==> src/rtl/align_pkg.sv <==
package align_pkg;
    localparam int LANES     = 4;
    localparam int LANE_W    = $clog2(LANES);
    localparam int BUS_W     = 8 * LANES;
    localparam int REQ_BYTES = 2 * LANES;
    localparam int REQ_W     = 8 * REQ_BYTES;
    localparam int CNT_W     = $clog2(REQ_BYTES) + 1;

    typedef enum logic [1:0] {
        SZ_BYTE = 2'd0,
        SZ_HALF = 2'd1,
        SZ_WORD = 2'd2,
        SZ_DBL  = 2'd3
    } size_e;

    typedef enum logic [1:0] {
        ST_IDLE   = 2'd0,
        ST_XFER   = 2'd1,
        ST_FINISH = 2'd2
    } state_e;
endpackage

==> src/rtl/align_piece.sv <==
// Chooses the largest naturally aligned piece at the current lane offset
// that does not exceed the bytes still owed.
module align_piece
    import align_pkg::*;
(
    input  logic [LANE_W-1:0] lane_off_i,
    input  logic [CNT_W-1:0]  remain_i,
    output size_e             size_o,
    output logic [CNT_W-1:0]  len_o,
    output logic [LANES-1:0]  strb_o
);
    always_comb begin
        if (lane_off_i[0]) begin
            size_o = SZ_BYTE;
        end else if (lane_off_i[1]) begin
            size_o = (remain_i >= CNT_W'(2)) ? SZ_HALF : SZ_BYTE;
        end else if (remain_i >= CNT_W'(4)) begin
            size_o = SZ_WORD;
        end else if (remain_i >= CNT_W'(2)) begin
            size_o = SZ_HALF;
        end else begin
            size_o = SZ_BYTE;
        end

        unique case (size_o)
            SZ_BYTE: begin
                len_o  = CNT_W'(1);
                strb_o = LANES'(1) << lane_off_i;
            end
            SZ_HALF: begin
                len_o  = CNT_W'(2);
                strb_o = LANES'(3) << lane_off_i;
            end
            default: begin
                len_o  = CNT_W'(4);
                strb_o = '1;
            end
        endcase
    end
endmodule

==> src/rtl/align_merge.sv <==
// Collects read lanes into the little-endian result and applies extension.
module align_merge
    import align_pkg::*;
(
    input  logic              clk,
    input  logic              rst_n,
    input  logic              clear_i,
    input  logic              capture_i,
    input  logic [LANE_W-1:0] lane_off_i,
    input  logic [CNT_W-1:0]  base_i,
    input  logic [CNT_W-1:0]  len_i,
    input  logic [BUS_W-1:0]  bus_rdata_i,
    input  size_e             ext_size_i,
    input  logic              ext_signed_i,
    output logic [REQ_W-1:0]  result_o
);
    logic [REQ_W-1:0] acc_q, acc_d;
    logic [BUS_W-1:0] lanes;

    assign lanes = bus_rdata_i >> {lane_off_i, 3'b000};

    always_comb begin
        acc_d = acc_q;
        for (int i = 0; i < REQ_BYTES; i++) begin
            for (int k = 0; k < LANES; k++) begin
                if (capture_i && (i == int'(base_i) + k) && (k < int'(len_i)))
                    acc_d[8*i +: 8] = lanes[8*k +: 8];
            end
        end
    end

    always_ff @(posedge clk) begin
        if (!rst_n || clear_i) acc_q <= '0;
        else                   acc_q <= acc_d;
    end

    always_comb begin
        unique case (ext_size_i)
            SZ_BYTE: result_o = {{(REQ_W-BUS_W){1'b0}},
                                 {(BUS_W-8){ext_signed_i & acc_q[7]}}, acc_q[7:0]};
            SZ_HALF: result_o = {{(REQ_W-BUS_W){1'b0}},
                                 {(BUS_W-16){ext_signed_i & acc_q[15]}}, acc_q[15:0]};
            SZ_WORD: result_o = {{(REQ_W-BUS_W){1'b0}}, acc_q[BUS_W-1:0]};
            default: result_o = acc_q;
        endcase
    end
endmodule

==> src/rtl/mem_align_splitter.sv <==
module mem_align_splitter
    import align_pkg::*;
#(
    parameter int AW = 32
) (
    input  logic             clk,
    input  logic             rst_n,
    input  logic             strict_i,
    input  logic             req_valid_i,
    output logic             req_ready_o,
    input  logic [AW-1:0]    req_addr_i,
    input  logic [1:0]       req_size_i,
    input  logic             req_write_i,
    input  logic             req_signed_i,
    input  logic [REQ_W-1:0] req_wdata_i,
    output logic             done_o,
    output logic             fault_o,
    output logic [REQ_W-1:0] rdata_o,
    output logic             bus_valid_o,
    input  logic             bus_ready_i,
    output logic [AW-1:0]    bus_addr_o,
    output logic [1:0]       bus_size_o,
    output logic             bus_write_o,
    output logic [LANES-1:0] bus_strb_o,
    output logic [BUS_W-1:0] bus_wdata_o,
    input  logic [BUS_W-1:0] bus_rdata_i
);
    state_e            state_q, state_d;
    size_e             req_size, size_q, p_size;
    logic [AW-1:0]     addr_q;
    logic [CNT_W-1:0]  remain_q, base_q, p_len, req_len;
    logic [LANES-1:0]  p_strb;
    logic [REQ_W-1:0]  wdata_q, wshift;
    logic              write_q, signed_q, fault_q;
    logic              accept, req_fault, beat, last_beat;

    assign req_size  = size_e'(req_size_i);
    assign accept    = (state_q == ST_IDLE) && req_valid_i;
    assign beat      = (state_q == ST_XFER) && bus_ready_i;
    assign last_beat = beat && (p_len == remain_q);
    assign req_len   = CNT_W'(1) << req_size_i;

    always_comb begin
        req_fault = 1'b0;
        if (req_size == SZ_DBL && req_addr_i[LANE_W-1:0] != '0)
            req_fault = 1'b1;
        if (strict_i && req_size == SZ_HALF && req_addr_i[0])
            req_fault = 1'b1;
        if (strict_i && req_size == SZ_WORD && req_addr_i[LANE_W-1:0] != '0)
            req_fault = 1'b1;
    end

    align_piece u_piece (
        .lane_off_i (addr_q[LANE_W-1:0]),
        .remain_i   (remain_q),
        .size_o     (p_size),
        .len_o      (p_len),
        .strb_o     (p_strb)
    );

    align_merge u_merge (
        .clk          (clk),
        .rst_n        (rst_n),
        .clear_i      (accept),
        .capture_i    (beat && !write_q),
        .lane_off_i   (addr_q[LANE_W-1:0]),
        .base_i       (base_q),
        .len_i        (p_len),
        .bus_rdata_i  (bus_rdata_i),
        .ext_size_i   (size_q),
        .ext_signed_i (signed_q),
        .result_o     (rdata_o)
    );

    // next state
    always_comb begin
        state_d = state_q;
        unique case (state_q)
            ST_IDLE:   if (accept)    state_d = req_fault ? ST_FINISH : ST_XFER;
            ST_XFER:   if (last_beat) state_d = ST_FINISH;
            ST_FINISH:                state_d = ST_IDLE;
            default:                  state_d = ST_IDLE;
        endcase
    end

    // state register
    always_ff @(posedge clk) begin
        if (!rst_n) state_q <= ST_IDLE;
        else        state_q <= state_d;
    end

    // request datapath
    always_ff @(posedge clk) begin
        if (!rst_n) begin
            addr_q   <= '0;
            remain_q <= '0;
            base_q   <= '0;
            size_q   <= SZ_BYTE;
            write_q  <= 1'b0;
            signed_q <= 1'b0;
            fault_q  <= 1'b0;
            wdata_q  <= '0;
        end else if (accept) begin
            addr_q   <= req_addr_i;
            remain_q <= req_len;
            base_q   <= '0;
            size_q   <= req_size;
            write_q  <= req_write_i;
            signed_q <= req_signed_i;
            fault_q  <= req_fault;
            wdata_q  <= req_wdata_i;
        end else if (beat) begin
            addr_q   <= addr_q + AW'(p_len);
            remain_q <= remain_q - p_len;
            base_q   <= base_q + p_len;
        end
    end

    assign wshift = wdata_q >> {base_q, 3'b000};

    // outputs
    always_comb begin
        req_ready_o = (state_q == ST_IDLE);
        done_o      = (state_q == ST_FINISH);
        fault_o     = (state_q == ST_FINISH) && fault_q;
        bus_valid_o = (state_q == ST_XFER);
        bus_addr_o  = addr_q;
        bus_size_o  = p_size;
        bus_write_o = bus_valid_o && write_q;
        bus_strb_o  = bus_valid_o ? p_strb : '0;
        bus_wdata_o = bus_valid_o ? (wshift[BUS_W-1:0] << {addr_q[LANE_W-1:0], 3'b000}) : '0;
    end

    assert_natural_align_R1: assert property (@(posedge clk) disable iff (!rst_n)
        bus_valid_o |-> (bus_size_o == 2'd0) ||
                        (bus_size_o == 2'd1 && !bus_addr_o[0]) ||
                        (bus_size_o == 2'd2 && bus_addr_o[1:0] == 2'b00));

    assert_stall_hold_R5: assert property (@(posedge clk) disable iff (!rst_n)
        (bus_valid_o && !bus_ready_i) |=> bus_valid_o && $stable(bus_addr_o) &&
            $stable(bus_size_o) && $stable(bus_strb_o) && $stable(bus_wdata_o));

    assert_dbl_fault_R6: assert property (@(posedge clk) disable iff (!rst_n)
        (req_valid_i && req_ready_o && req_size_i == 2'd3 && req_addr_i[1:0] != 2'b00)
            |=> fault_o && done_o && !bus_valid_o);

    assert_strict_fault_R7: assert property (@(posedge clk) disable iff (!rst_n)
        (req_valid_i && req_ready_o && strict_i && req_size_i == 2'd1 && req_addr_i[0])
            |=> fault_o && !bus_valid_o);

    assert_strobe_count_R8: assert property (@(posedge clk) disable iff (!rst_n)
        bus_valid_o |-> $countones(bus_strb_o) == (32'd1 << bus_size_o));

    assert_done_pulse_R10: assert property (@(posedge clk) disable iff (!rst_n)
        done_o |=> !done_o);

    assert_busy_no_accept_R10: assert property (@(posedge clk) disable iff (!rst_n)
        (bus_valid_o || done_o) |-> !req_ready_o);
endmodule

==> config.mk <==
export PLATFORM = sky130hd
export DESIGN_NAME = mem_align_splitter
export DESIGN_NICKNAME = d
export VERILOG_FILES = /design/src/rtl/align_pkg.sv /design/src/rtl/align_piece.sv /design/src/rtl/align_merge.sv /design/src/rtl/mem_align_splitter.sv
export SDC_FILE = /design/constraint.sdc
export NUM_CORES = 1
export LEC_CHECK = 0
export BUFFER_PORTS_ARGS = -buffer_cell sky130_fd_sc_hd__buf_2
export CORE_MARGIN = 2
export CORE_UTILIZATION = 39
export CTS_CLUSTER_SIZE = 40
export DETAILED_ROUTE_END_ITERATION = 6
export PLACE_DENSITY_LB_ADDON = 0.2
export REMOVE_ABC_BUFFERS = 1
export SLEW_MARGIN = 20
export SYNTH_ARGS = -nofsm -noshare
export SYNTH_HDL_FRONTEND = slang
export SYNTH_SLANG_ARGS = --single-unit
==> constraint.sdc <==
create_clock -name clk -period 3.21 [get_ports clk]
set_input_delay 0.4815 -clock clk [delete_from_list [all_inputs] [get_ports clk]]
set_output_delay 0.4815 -clock clk [all_outputs]
set_load 0.02 [all_outputs]
==> results.py, run 1 <==
metrics = {
    "synthesis": {
        "ys_seq_area_share_pct": 28.02,
        "yosys_warnings": 0,
        "ys_ff_latch": 175,
        "synth_cells": 1622,
        "synth_edf_count": 0,
        "synthArstFlopShare_pct": 0,
        "ys_types": 81,
        "syn_area_um2": 12500,
        "syn_area_per_cell_um2": 7.709,
        "synth_ff_type": "dfxtp_1",
    },
    "global_routing": {
        "grt_first_pass_wirelength_mm": 69.79,
        "grt_overflow": 0,
        "antenna_found_initial": 0,
        "grt_max_degree": 84,
        "grt_util_all_layers_pct": 26.42,
        "grt_pass1_vias": 12608,
    },
    "worst_setup_path": {
        "path_delay_family": "buffers and inverters",
        "critPathKind": "flip-flop to output pin",
        "setup.worst_path.start_class": "flip-flop",
        "worst-path-buf-inv": 3,
        "r2r_setup_slack_ns": 0.26,
        "crit_arrival_ns": 2.60,
        "critPathMaxFanout": 15,
        "critPathRequiredTime_ns": 2.73,
        "slowest_stage": "dfxtp_2",
        "end_kind": "output pin",
        "cpPeakStageDelay_ns": 0.45,
        "cp_cell_sequence": "buf_6, nor2b_1, nand2_2, buf_4, nor2_1, a211o_1, a21oi_1, a211oi_1, buf_2",
    },
    "clocking": {
        "cts_root_buf": "clkbuf_16",
        "ctsLongestPathBuffers": 2,
        "cts_tree": "done",
        "numCtsBuffers": 17,
        "cts_sinks": 175,
        "cts-htree-levels": 4,
        "clock_latency_ns": 0.45,
        "clkTransAtPathRegs_ns": 0.07,
    },
    "timing": {
        "max_freq_mhz": 324.6,
        "hold_viol": 0,
        "fin_crit_ns": 3.081,
        "fin_crit_sh_pct": 95.98,
        "relSlewSlack_pct": 36.88,
        "rsz0062_at_grt": "false",
        "finClkSkew_ns": 0.01092,
        "tightest_slew_ns": 0.9468,
        "finalSetupViolCount": 0,
        "worst_slack_ns": 0.1289,
        "final_max_slew_viol_count": 0,
    },
    "finish": {
        "nets": 1999,
        "design_area_um2": 14980,
        "layoutNonFillerInstCount": 2263,
        "antenna_cells": 0,
        "layout-drive-gt1-share_pct": 27.19,
        "final_common_cell": "buf_2",
        "area_growth_pct": 19.83,
        "mostFrequentLayoutCells": "buf_2 (275), nand2_1 (264), a21oi_1 (181)",
    },
    "placement": {
        "dpl.cell_count": 2223,
        "place_area_um2": 14260,
        "gp_congestion": 0.9211,
        "dp_hpwl_mm": 32.53,
        "portBuffers": 275,
        "post-place-ws_ns": 0.3081,
    },
    "detailed_routing": {
        "dr_total_vias": 13269,
        "remaining_drc_errors": 0,
        "drtAntennaViolNets": 0,
        "drt_wl_total_mm": 45.33,
        "first_iter_violations": 1073,
        "firstDrtPassIters": 5,
        "vias_per_cell": 5.863,
        "wl_per_cell_um": 20.03,
    },
    "power": {
        "vdd_drop_max_mv": 0.3953,
        "p_comb_share_pct": 31.8,
        "p_int_mw": 4.325,
        "p_sw_share_pct": 36.75,
        "clkPwrFrac_pct": 32.1,
        "power_mw": 6.838,
        "power_leakage_nw": 6.422,
        "p_per_area_nw_per_um2": 456.3,
        "power_frac_seq_pct": 36.1,
        "power.switching_mw": 2.513,
    },
    "floorplan": {
        "dieArea_um2": 33510,
        "placementRows": 65,
        "die_w_um": 183.1,
        "core-area_um2": 31560,
        "fp.dieH_um": 183.1,
        "initial_core_util_pct": 39.63,
        "io_pins": 276,
    },
    "flow_run": {
        "drv_cap": 0,
    },
    "run_status": {
        "status": "finished clean",
    },
    "worst_hold_path": {
        "hold_class": "input port to flip-flop",
    },
}
-- cell type report --
cell class | count | area, um^2
fillers | 3273 | 16570
well taps | 402 | 503.0
clock buffers | 18 | 450.4
clock inverters | 14 | 153.9
multi-input cells | 1286 | 8315
inverters | 17 | 63.81
repair buffers | 351 | 1987
flip-flops and latches | 175 | 3511
-- routing by layer --
| layer | GRT usage, % | part of all wire [%] | up-vias |
|---|---|---|---|
| met1 | 33.87 | 42 | 6161 |
| met3 | 4.587 | 7.8 | 110 |
| met5 | 0 | 0 | - |
| li1 | - | - | 6367 |
| met2 | 43.92 | 47 | 631 |
| met4 | 11.14 | 3.8 | 0 |
-- metrics by stage --
| step | utilization [%] | hold slack (ns) | setup TNS (ns) |
|---|---|---|---|
| after floorplan | - | 0.4317 | -150.15 |
| after global placement | 45.18 | 0.4447 | 0 |
| after detailed placement | 45.18 | 0.4477 | 0 |
| after CTS | 47.19 | 0.2485 | 0 |
| after global routing | 47.49 | 0.2581 | 0 |
| final | 47.49 | 0.2606 | 0 |
-- state kept, by name, indices dropped and copies added (netlist names) --
signal,count
u_merge.acc_q,64
wdata_q,64
bus_addr_o,32
base_q,4
remain_q,4
size_q,2
state_q,2
fault_q,1
signed_q,1
write_q,1
-- Yosys cell counts, drive strengths merged, types with 5 or more instances --
master  number  area share [%]
a211o       19             1.3
a211oi      40             2.4
a21o        22             1.3
a21oi      184             7.5
a221oi      10            0.70
a22o         9            0.63
a31oi       21             1.1
and2         9            0.45
and3        39             2.0
and4         7            0.49
buf         68             3.3
clkbuf      76             2.3
dfxtp      175              28
ha          12             1.2
inv         17            0.51
mux2        11             1.0
mux2i       72             5.8
mux4        32             5.8
nand2      266             8.0
nand2b       8            0.40
nand3       70             3.0
nand3b       5            0.30
nand4       13            0.70
nor2       120             3.6
nor2b        7            0.35
nor3        25             1.1
nor4         7            0.52
o211ai      23             1.4
o21a        13            0.78
o21ai      117             4.7
o221a       20             1.8
o22ai        7            0.40
or2         13            0.65
or3          7            0.39
xnor2       14            0.98
xor2        22             1.6
-- final timing paths --
path         depth (start not counted)           endpoint             from
max                                  9    bus_wdata_o[31]        base_q[2]
min                                  3        wdata_q[58]  req_wdata_i[58]
max reg2reg                         10  u_merge.acc_q[16]      remain_q[3]
min reg2reg                          2         wdata_q[4]       wdata_q[4]
-- worst reg2reg max path, delay by kind of cell (launching register included) --
kind / cells / cell delay, ns
adders and majority gates: 1 / 0.41
muxes: 1 / 0.34
AOI/OAI and AO/OA: 4 / 0.78
DFF: 1 / 0.36
and+or+nand+nor: 4 / 0.95
-- power by group through the flow --
stage / registers, mW / logic [mW] / clock network, mW
global placement: 2.51 / 2.12 / 0
finish: 2.47 / 2.18 / 2.19
CTS: 2.47 / 2.15 / 2.23
global route: 2.49 / 2.36 / 2.31
floorplan: 2.60 / 1.25 / 0
detailed placement: 2.52 / 2.14 / 0
-- logic make-up after synthesis --
kind of cell	Yosys count	synth area share (%)
simple gates	606	22.91
compound gates	515	26.35
flops	175	28.02
buf+inv	161	6.074
mux	115	12.55
xor+xnor	36	2.582
fa+ha+maj	14	1.521
-- timing repair --
action                                  CTS  global route
endpoints found under the setup margin   19            20
hold buffers                              0             0
setup buffers                             1             7
gates resized for setup                   3             7
Note: power is estimated with default switching activity, not from simulation.
==> inputs of run 2 (changes only) <==
--- a/config.mk
+++ b/config.mk
@@ -8,10 +8,12 @@
 export BUFFER_PORTS_ARGS = -buffer_cell sky130_fd_sc_hd__buf_2
 export CORE_MARGIN = 2
 export CORE_UTILIZATION = 39
+export CTS_BUF_LIST = sky130_fd_sc_hd__clkbuf_4 sky130_fd_sc_hd__clkbuf_8
 export CTS_CLUSTER_SIZE = 40
 export DETAILED_ROUTE_END_ITERATION = 6
 export PLACE_DENSITY_LB_ADDON = 0.2
 export REMOVE_ABC_BUFFERS = 1
+export SKIP_CTS_REPAIR_TIMING = 1
 export SLEW_MARGIN = 20
 export SYNTH_ARGS = -nofsm -noshare
 export SYNTH_HDL_FRONTEND = slang
==> run 2 against run 1 <==
Core utilization is 0.51 points lower. Final cell count is essentially flat. Critical path depth decreased by 2. Sequential share of layout area rose by 0.29 points. Setup slack gained 0.0088 ns. Sequential power hardly changed. Critical path type unchanged. Largest power group unchanged. Highest routed layer is now met5.
==> results.py, run 2 (same netlist as run 1, synthesis figures left out) <==
metrics = {
    "worst_setup_path": {
        "worst-path-buf-inv": 2,
        "slowest_stage": "mux4_2",
        "path_delay_family": "multiplexers",
        "r2r-start": "remain_q[3]",
        "setup.worst_path.start_class": "flip-flop",
        "critPathMaxFanout": 16,
        "cp_cell_sequence": "buf_12, mux4_2, mux2i_1, o21ai_0, a21oi_1, a211oi_2, buf_2",
        "critPathRequiredTime_ns": 2.73,
        "r2r_setup_slack_ns": 0.28,
        "ff2ff_path_depth": 10,
        "cpPeakStageDelay_ns": 0.50,
        "crit_arrival_ns": 2.59,
        "r2r_end": "u_merge.acc_q[20]",
        "critPathKind": "flip-flop to output pin",
        "end_kind": "output pin",
    },
    "flow_run": {
        "drv_cap": 0,
    },
    "detailed_routing": {
        "vias_per_cell": 5.905,
        "drt_wl_total_mm": 45.41,
        "drtAntennaViolNets": 0,
        "firstDrtPassIters": 6,
        "remaining_drc_errors": 0,
        "dr_total_vias": 13369,
        "wl_per_cell_um": 20.06,
        "first_iter_violations": 1133,
    },
    "timing": {
        "final_max_slew_viol_count": 0,
        "relSlewSlack_pct": 36.61,
        "tightest_slew_ns": 0.9508,
        "worst_slack_ns": 0.1377,
        "finalSetupViolCount": 0,
        "fin_crit_sh_pct": 95.71,
        "finClkSkew_ns": 0.01539,
        "hold_slack_ns": 0.2053,
        "fin_crit_ns": 3.072,
        "max_freq_mhz": 325.5,
        "setup_tns_ns": 0,
        "hold_viol": 0,
    },
    "power": {
        "vdd_drop_max_mv": 0.2946,
        "power_mw": 6.351,
        "p_per_area_nw_per_um2": 428.4,
        "power_leakage_nw": 6.346,
    },
    "finish": {
        "antenna_cells": 0,
        "area_growth_pct": 18.54,
        "fillers": 3294,
        "mostFrequentLayoutCells": "buf_2 (275), nand2_1 (264), a21oi_1 (181)",
        "multi_input_area_um2": 8328,
        "nets": 2000,
        "regArea_um2": 3516,
        "final_common_cell": "buf_2",
        "layout-drive-gt1-share_pct": 27.39,
        "layoutNonFillerInstCount": 2264,
    },
    "worst_hold_path": {
        "hold_end": "wdata_q[24]",
        "min_path_cells": 3,
        "hold_start": "req_wdata_i[24]",
        "hold_class": "input port to flip-flop",
    },
    "floorplan": {
        "fp.dieH_um": 183.1,
        "placementRows": 65,
        "die_w_um": 183.1,
        "dieArea_um2": 33510,
        "initial_core_util_pct": 39.63,
        "io_pins": 276,
        "core-area_um2": 31560,
    },
    "placement": {
        "gp_congestion": 0.9211,
        "post-place-ws_ns": 0.3081,
        "dp_hpwl_mm": 32.53,
        "dpl.cell_count": 2223,
        "portBuffers": 275,
    },
    "run_status": {
        "status": "finished clean",
    },
    "clocking": {
        "ctsLongestPathBuffers": 2,
        "cts-htree-levels": 4,
        "cts_root_buf": "clkbuf_8",
        "cts_tree": "done",
        "cts_sinks": 175,
        "clkTransAtPathRegs_ns": 0.10,
        "numCtsBuffers": 17,
        "clock_latency_ns": 0.50,
    },
    "global_routing": {
        "antenna_found_initial": 1,
        "grt_first_pass_wirelength_mm": 69.63,
        "grt_max_degree": 84,
        "grt_pass1_vias": 12589,
        "grt_util_all_layers_pct": 26.41,
        "grt_overflow": 0,
    },
}
[run 2: worst max-delay path by stage]
stage | start | endpoint | slack (ns) | depth (start not counted)
CTS | base_q[0] | bus_wdata_o[22] | -0.27 | 5
finish | base_q[0] | bus_wdata_o[31] | 0.14 | 7
floorplan | base_q[0] | u_merge.acc_q[10] | -1.72 | 5
global route | base_q[0] | bus_wdata_o[22] | -0.02 | 7
detailed placement | base_q[0] | bus_wdata_o[22] | 0.31 | 5
global placement | base_q[0] | bus_wdata_o[22] | 0.29 | 5
[run 2: worst min-delay path, cell delays in order]
cell,delay (ns)
buf_2,0.09
nand2_1,0.04
a21oi_1,0.05
[run 2: cell type report]
class | count | area share, %
sequential | 175 | 23.72
tap | 402 | 3.393
inverter | 17 | 0.4305
clock inverter | 15 | 1.241
timing repair buffer | 352 | 13.45
clock buffer | 17 | 1.578
multi-input combinational | 1286 | 56.18
[run 2: report_power, final]
part | switching, mW | internal (mW) | leakage, nW
registers | 0.155 | 2.31 | 1.43
clock network | 0.920 | 0.782 | 0.209
logic | 1.38 | 0.807 | 4.71
[run 2: metrics by stage]
step | utilization [%] | area [um^2]
finish | 46.97 | 14820
detailed placement | 45.18 | 14260
global route | 46.97 | 14820
CTS | 46.51 | 14680
floorplan | - | 11810
global placement | 45.18 | 14260
[run 2: per-layer routing]
metal	vias up	part of all wire (%)	global-route usage, %
met1	6278	42	33.72
met2	605	47	44.05
li1	6375	-	-
met4	2	3.6	10.72
met5	-	0.020	0
met3	109	7.2	4.865
